$ cat src/rtl/pfg_pkg.sv
package pfg_pkg;

  typedef enum logic [1:0] {
    SEG_GUARD = 2'd0,
    SEG_PRE   = 2'd1,
    SEG_PAY   = 2'd2
  } seg_e;

  // position summary handed from the sequencer to the datapath
  typedef struct packed {
    logic active;
    logic en;
    seg_e seg;
    logic first;
  } seq_t;

endpackage

$ cat src/rtl/pfg_seq.sv
module pfg_seq
  import pfg_pkg::*;
#(
  parameter int GUARD_LEN = 64,
  parameter int PRE_LEN   = 30,
  parameter int PAY_LEN   = 546
) (
  input  logic clk,
  input  logic rst,
  input  logic run_i,
  input  logic frame_en_i,
  output seq_t pos_o
);

  localparam int FRAME_LEN = GUARD_LEN + PRE_LEN + PAY_LEN;
  localparam int CNT_W     = $clog2(FRAME_LEN);
  localparam logic [CNT_W-1:0] G_LAST = CNT_W'(GUARD_LEN - 1);
  localparam logic [CNT_W-1:0] P_LAST = CNT_W'(PRE_LEN - 1);
  localparam logic [CNT_W-1:0] D_LAST = CNT_W'(PAY_LEN - 1);

  logic             active_q;
  logic             en_q;
  seg_e             seg_q;
  logic [CNT_W-1:0] cnt_q;
  logic             seg_last;

  always_comb begin
    case (seg_q)
      SEG_GUARD: seg_last = (cnt_q == G_LAST);
      SEG_PRE:   seg_last = (cnt_q == P_LAST);
      SEG_PAY:   seg_last = (cnt_q == D_LAST);
      default:   seg_last = 1'b1;
    endcase
  end

  always_ff @(posedge clk) begin
    if (rst) begin
      active_q <= 1'b0;
      en_q     <= 1'b0;
      seg_q    <= SEG_GUARD;
      cnt_q    <= '0;
    end else if (!active_q) begin
      if (run_i) begin
        active_q <= 1'b1;
        en_q     <= frame_en_i;
        seg_q    <= SEG_GUARD;
        cnt_q    <= '0;
      end
    end else if (seg_last) begin
      cnt_q <= '0;
      case (seg_q)
        SEG_GUARD: seg_q <= SEG_PRE;
        SEG_PRE:   seg_q <= SEG_PAY;
        default: begin
          seg_q <= SEG_GUARD;
          if (run_i) begin
            en_q <= frame_en_i;
          end else begin
            active_q <= 1'b0;
          end
        end
      endcase
    end else begin
      cnt_q <= cnt_q + 1'b1;
    end
  end

  always_comb begin
    pos_o.active = active_q;
    pos_o.en     = en_q;
    pos_o.seg    = seg_q;
    pos_o.first  = (cnt_q == '0);
  end

endmodule

$ cat src/rtl/pfg_prbs.sv
module pfg_prbs #(
  parameter int          LFSR_W = 13,
  parameter int          BYTE_W = 8,
  parameter logic [31:0] TAPS   = 32'h0000_1803,
  parameter logic [31:0] SEED   = 32'h0000_1FFF
) (
  input  logic              clk,
  input  logic              rst,
  input  logic              step_i,
  output logic [BYTE_W-1:0] byte_o
);

  localparam logic [LFSR_W-1:0] TAP_MASK  = TAPS[LFSR_W-1:0];
  localparam logic [LFSR_W-1:0] SEED_VAL  = SEED[LFSR_W-1:0];

  logic [LFSR_W-1:0] state_q;
  logic [LFSR_W-1:0] chain [BYTE_W+1];

  assign chain[0] = state_q;

  for (genvar b = 0; b < BYTE_W; b++) begin : g_step
    assign byte_o[BYTE_W-1-b] = chain[b][LFSR_W-1];
    assign chain[b+1] = {chain[b][LFSR_W-2:0], ^(chain[b] & TAP_MASK)};
  end

  // reseeded whenever no payload byte is being produced
  always_ff @(posedge clk) begin
    if (rst || !step_i) begin
      state_q <= SEED_VAL;
    end else begin
      state_q <= chain[BYTE_W];
    end
  end

endmodule

$ cat src/rtl/pfg_out.sv
module pfg_out
  import pfg_pkg::*;
#(
  parameter int          BYTE_W   = 8,
  parameter logic [7:0]  PRE_BYTE = 8'hAA
) (
  input  logic              clk,
  input  logic              rst,
  input  seq_t              pos_i,
  input  logic [BYTE_W-1:0] prbs_i,
  output logic [BYTE_W-1:0] data_o,
  output logic              valid_o,
  output logic              frame_start_o,
  output logic              pay_start_o
);

  logic [BYTE_W-1:0] byte_d;
  logic              lit;

  assign lit = pos_i.active && pos_i.en;

  always_comb begin
    byte_d = '0;
    if (lit) begin
      case (pos_i.seg)
        SEG_PRE: byte_d = BYTE_W'(PRE_BYTE);
        SEG_PAY: byte_d = prbs_i;
        default: byte_d = '0;
      endcase
    end
  end

  always_ff @(posedge clk) begin
    if (rst) begin
      data_o        <= '0;
      valid_o       <= 1'b0;
      frame_start_o <= 1'b0;
      pay_start_o   <= 1'b0;
    end else begin
      data_o        <= byte_d;
      valid_o       <= pos_i.active;
      frame_start_o <= pos_i.active && pos_i.seg == SEG_GUARD && pos_i.first;
      pay_start_o   <= lit && pos_i.seg == SEG_PAY && pos_i.first;
    end
  end

endmodule

$ cat src/rtl/pkt_frame_gen.sv
module pkt_frame_gen
  import pfg_pkg::*;
#(
  parameter int          GUARD_LEN = 64,
  parameter int          PRE_LEN   = 30,
  parameter int          PAY_LEN   = 546,
  parameter logic [7:0]  PRE_BYTE  = 8'hAA,
  parameter logic [31:0] PRBS_SEED = 32'h0000_1FFF
) (
  input  logic       clk,
  input  logic       rst,
  input  logic       run_i,
  input  logic       frame_en_i,
  output logic [7:0] data_o,
  output logic       valid_o,
  output logic       frame_start_o,
  output logic       pay_start_o
);

  localparam int BYTE_W = 8;

  seq_t              pos;
  logic [BYTE_W-1:0] prbs_byte;
  logic              in_pay;

  assign in_pay = pos.active && pos.seg == SEG_PAY;

  pfg_seq #(
    .GUARD_LEN (GUARD_LEN),
    .PRE_LEN   (PRE_LEN),
    .PAY_LEN   (PAY_LEN)
  ) i_seq (
    .clk        (clk),
    .rst        (rst),
    .run_i      (run_i),
    .frame_en_i (frame_en_i),
    .pos_o      (pos)
  );

  pfg_prbs #(
    .LFSR_W (13),
    .BYTE_W (BYTE_W),
    .TAPS   (32'h0000_1803),
    .SEED   (PRBS_SEED)
  ) i_prbs (
    .clk    (clk),
    .rst    (rst),
    .step_i (in_pay),
    .byte_o (prbs_byte)
  );

  pfg_out #(
    .BYTE_W   (BYTE_W),
    .PRE_BYTE (PRE_BYTE)
  ) i_out (
    .clk           (clk),
    .rst           (rst),
    .pos_i         (pos),
    .prbs_i        (prbs_byte),
    .data_o        (data_o),
    .valid_o       (valid_o),
    .frame_start_o (frame_start_o),
    .pay_start_o   (pay_start_o)
  );

endmodule

$ cat config.mk
export PLATFORM = sky130hd
export DESIGN_NAME = pkt_frame_gen
export DESIGN_NICKNAME = d
export VERILOG_FILES = /design/src/rtl/pfg_pkg.sv /design/src/rtl/pfg_seq.sv /design/src/rtl/pfg_prbs.sv /design/src/rtl/pfg_out.sv /design/src/rtl/pkt_frame_gen.sv
export SDC_FILE = /design/constraint.sdc
export NUM_CORES = 1
export LEC_CHECK = 0
export BUFFER_PORTS_ARGS = -buffer_cell sky130_fd_sc_hd__buf_2
export CORE_MARGIN = 3
export CORE_UTILIZATION = 55
export DETAILED_ROUTE_END_ITERATION = 12
export GPL_TIMING_DRIVEN = 0
export PLACE_DENSITY = 0.71
export SYNTH_ARGS = -nofsm -noshare
export SYNTH_HDL_FRONTEND = slang
export SYNTH_SLANG_ARGS = --single-unit
$ cat constraint.sdc
create_clock -name clk -period 5.7 [get_ports clk]
set_input_delay 1.14 -clock clk [delete_from_list [all_inputs] [get_ports clk]]
set_output_delay 1.14 -clock clk [all_outputs]
set_load 0.005 [all_outputs]
==> results.yml <==
route:
  antenna_left: 0
  routed_via_density: 5.57
  remaining_drc_errors: 0
  drt-pass1-iter-count: 4
  routedWlPerCell_um: 13.7
  drtIter0Drc: 70
  num_vias: 1247
  wirelength_mm: 3.06
cts:
  clk_latency_ns: 0.34
  clk_path_buf_depth: 2
  cts_buffers: 5
  htree_levels: 2
  post_cts_buffers: 0
  cts_tree: "yes"
  root_buffer: "clkbuf_4"
  cts.sinks: 38
  clkTransAtPathRegs_ns: 0.11
  cts-resized-gates: 0
  ctsHoldBuffers: 0
finish:
  finalInstanceArea_mm2: 0.00182
  finalNetCount: 203
  ff_latch_area_um2: 761
  fillers: 241
  layout-drive-gt1-share: 0.150
  post-route-util: 0.647
  num_antenna_cells: 0
  syn_to_final_growth_pct: 10.5
  multi_input_area_um2: 822
synthesis:
  yosysMostFrequentCell: "dfxtp_1"
  synth_cell_types: 35
  yosysTopAreaCell: "dfxtp_1"
  synth_top_area_frac: 0.463
  syn_area_mm2: 0.00164
  synth_area_per_cell_um2: 9.61
  synth-edff-count: 0
  synthArstFlopShare: 0
  yosys-top-cells-count: "dfxtp_1 (38), nand2_1 (17), nor2_1 (13)"
  yosysWarnings: 0
  ys_ff_latch: 38
  synth_flop_cell: "dfxtp_1"
  synth_nets: 182
  synth_area_leaders: "dfxtp_1 (46%), ha_1 (5.3%), xnor2_1 (4.8%), nand2_1 (3.9%), a311oi_1 (3.2%)"
  synth-seq-area-share: 0.463
  postSynthCellCount: 171
run_status:
  status: "complete, no violations"
setup_path:
  reg2reg_slack_ns: 3.26
  worstSetupPathType: "reg -> reg"
  crit_end: "i_seq.cnt_q[8]"
  critPathArrivalTime_ns: 2.70
  path_max_fanout: 10
  reg2reg_depth: 9
  required_ns: 5.95
  rr_startpoint: "i_seq.seg_q[1]"
  cp-end-kind: "register"
  rr_endpoint: "i_seq.cnt_q[8]"
  critPathLaunchType: "register"
  cp-startpoint: "i_seq.seg_q[1]"
placement:
  port-buffer-count: 14
  finalWeightedCongestion: 0.785
  dpl-instance-area_mm2: 0.00175
  hpwlAfterDp_mm: 2.29
floorplanning:
  rows: 19
  die_h_um: 60.7
  io_pins: 15
  start_util: 0.586
  fp.coreArea_mm2: 0.00281
  dieArea_mm2: 0.00368
  fp.dieW_um: 60.7
timing:
  rsz0062_at_grt: "no"
  final-setup-viol-count: 0
  slew_headroom: 0.664
  final_max_slew_viol_count: 0
  fin_crit_sh: 0.428
  tns_ns: 0
  min_period_ns: 2.44
  max_slew.worst_pin.slew_ns: 0.503
  fin_skew_ns: 0.00733
  max_freq_ghz: 0.410
  hold_viol: 0
global_routing:
  grt_max_degree: 13
  grt.overflow.total: 0
  grt_pass1_wl_mm: 5.04
  grt_pass1_vias: 1087
  antenna_found_initial: 0
  track_usage: 0.188
pwr:
  p_per_area_mw_per_mm2: 251
  ir_drop_mv: 0.196
  p_leak_uw: 0.000773
flow_run:
  maxCapViolCount: 0
hold_path:
  hp-class: "reg -> reg"
  hold_depth: 1
[per-stage QoR]
stage | setup WS (ns) | total power (uW) | cells | hold slack, ns
2_1_floorplan | 3.55 | 303 | 171 | 0.386
6_report | 3.26 | 455 | 224 | 0.418
3_5_place_dp | 3.04 | 313 | 216 | 0.394
3_3_place_gp | 3.12 | 312 | 216 | 0.390
4_1_cts | 3.28 | 458 | 224 | 0.421
5_1_grt | 3.07 | 474 | 224 | 0.434
[placed cells by master, fill, tap and decap left out, drive strengths merged, types with 2 or more instances in the layout]
master  synthesis  routed
ha              7       7
buf             5      19
xor2            4       4
nand2b          6       6
nor2           13      13
and2            3       3
dfxtp          38      38
a21oi          10      10
o21ai           4       4
nand2          17      17
xnor2           9       9
nor3b           2       2
or2b            3       3
a41oi           2       2
nor3            2       2
xnor3           2       2
nand3           7       7
inv             5       5
a31oi           3       3
a311oi          7       7
nand3b          2       2
and3            7       7
clkbuf          4      10
[worst min-delay path by stage]
stage | slack, ns | startpoint | to
floorplan | 0.39 | i_prbs.state_q[2] | i_prbs.state_q[10]
global placement | 0.39 | i_prbs.state_q[3] | i_prbs.state_q[11]
detailed placement | 0.39 | i_prbs.state_q[2] | i_prbs.state_q[10]
CTS | 0.42 | i_prbs.state_q[2] | i_prbs.state_q[10]
global route | 0.43 | i_prbs.state_q[2] | i_prbs.state_q[10]
finish | 0.42 | i_prbs.state_q[2] | i_prbs.state_q[10]
[sequential cells by signal, indices dropped and copies added (netlist names)]
register and flops:
i_out.data_o 8, i_out.frame_start_o 1, i_out.pay_start_o 1, i_out.valid_o 1
i_prbs.state_q 13, i_seq.active_q 1, i_seq.cnt_q 10, i_seq.en_q 1
i_seq.seg_q 2
[layer usage]
| layer | vias to the layer above | global-route usage | part of all wire |
|---|---|---|---|
| li1 | 637 | - | - |
| met1 | 573 | 0.268 | 0.49 |
| met2 | 32 | 0.269 | 0.44 |
| met3 | 5 | 0.0723 | 0.063 |
| met4 | 0 | 0.0464 | 0.011 |
| met5 | - | 0 | 0 |
[kinds of logic after synthesis]
family	count (synthesis)	share of synthesized area
compound gates	28	0.117
xor+xnor	16	0.111
fa+ha+maj	7	0.0533
buf+inv	14	0.0366
flops	38	0.463
mux	1	0.00609
simple gates	67	0.213
[critical path, stage by stage (launching register included)]
cell and delay (ns):
dfxtp_1 0.39, inv_1 0.10, ha_1 0.18, clkbuf_1 0.17, xor2_1 0.17, and3_1 0.19, a311oi_2 0.48, buf_4 0.26
a41oi_1 0.13, a311oi_1 0.27
[report_power, final]
group	switching (uW)	internal, uW
registers	4.32	269
logic	20.3	13.7
clock network	88.1	59.3
[area by class of cell]
class,instances,share of cell area
clock inverters,2,0.00689
well taps,31,0.0214
flip-flops and latches,38,0.419
clock buffers,6,0.0283
plain buffers,9,0.0227
inverters,5,0.0103
multi-input cells,119,0.453
repair buffers,14,0.0386
Note: power is estimated with default switching activity, not from simulation.
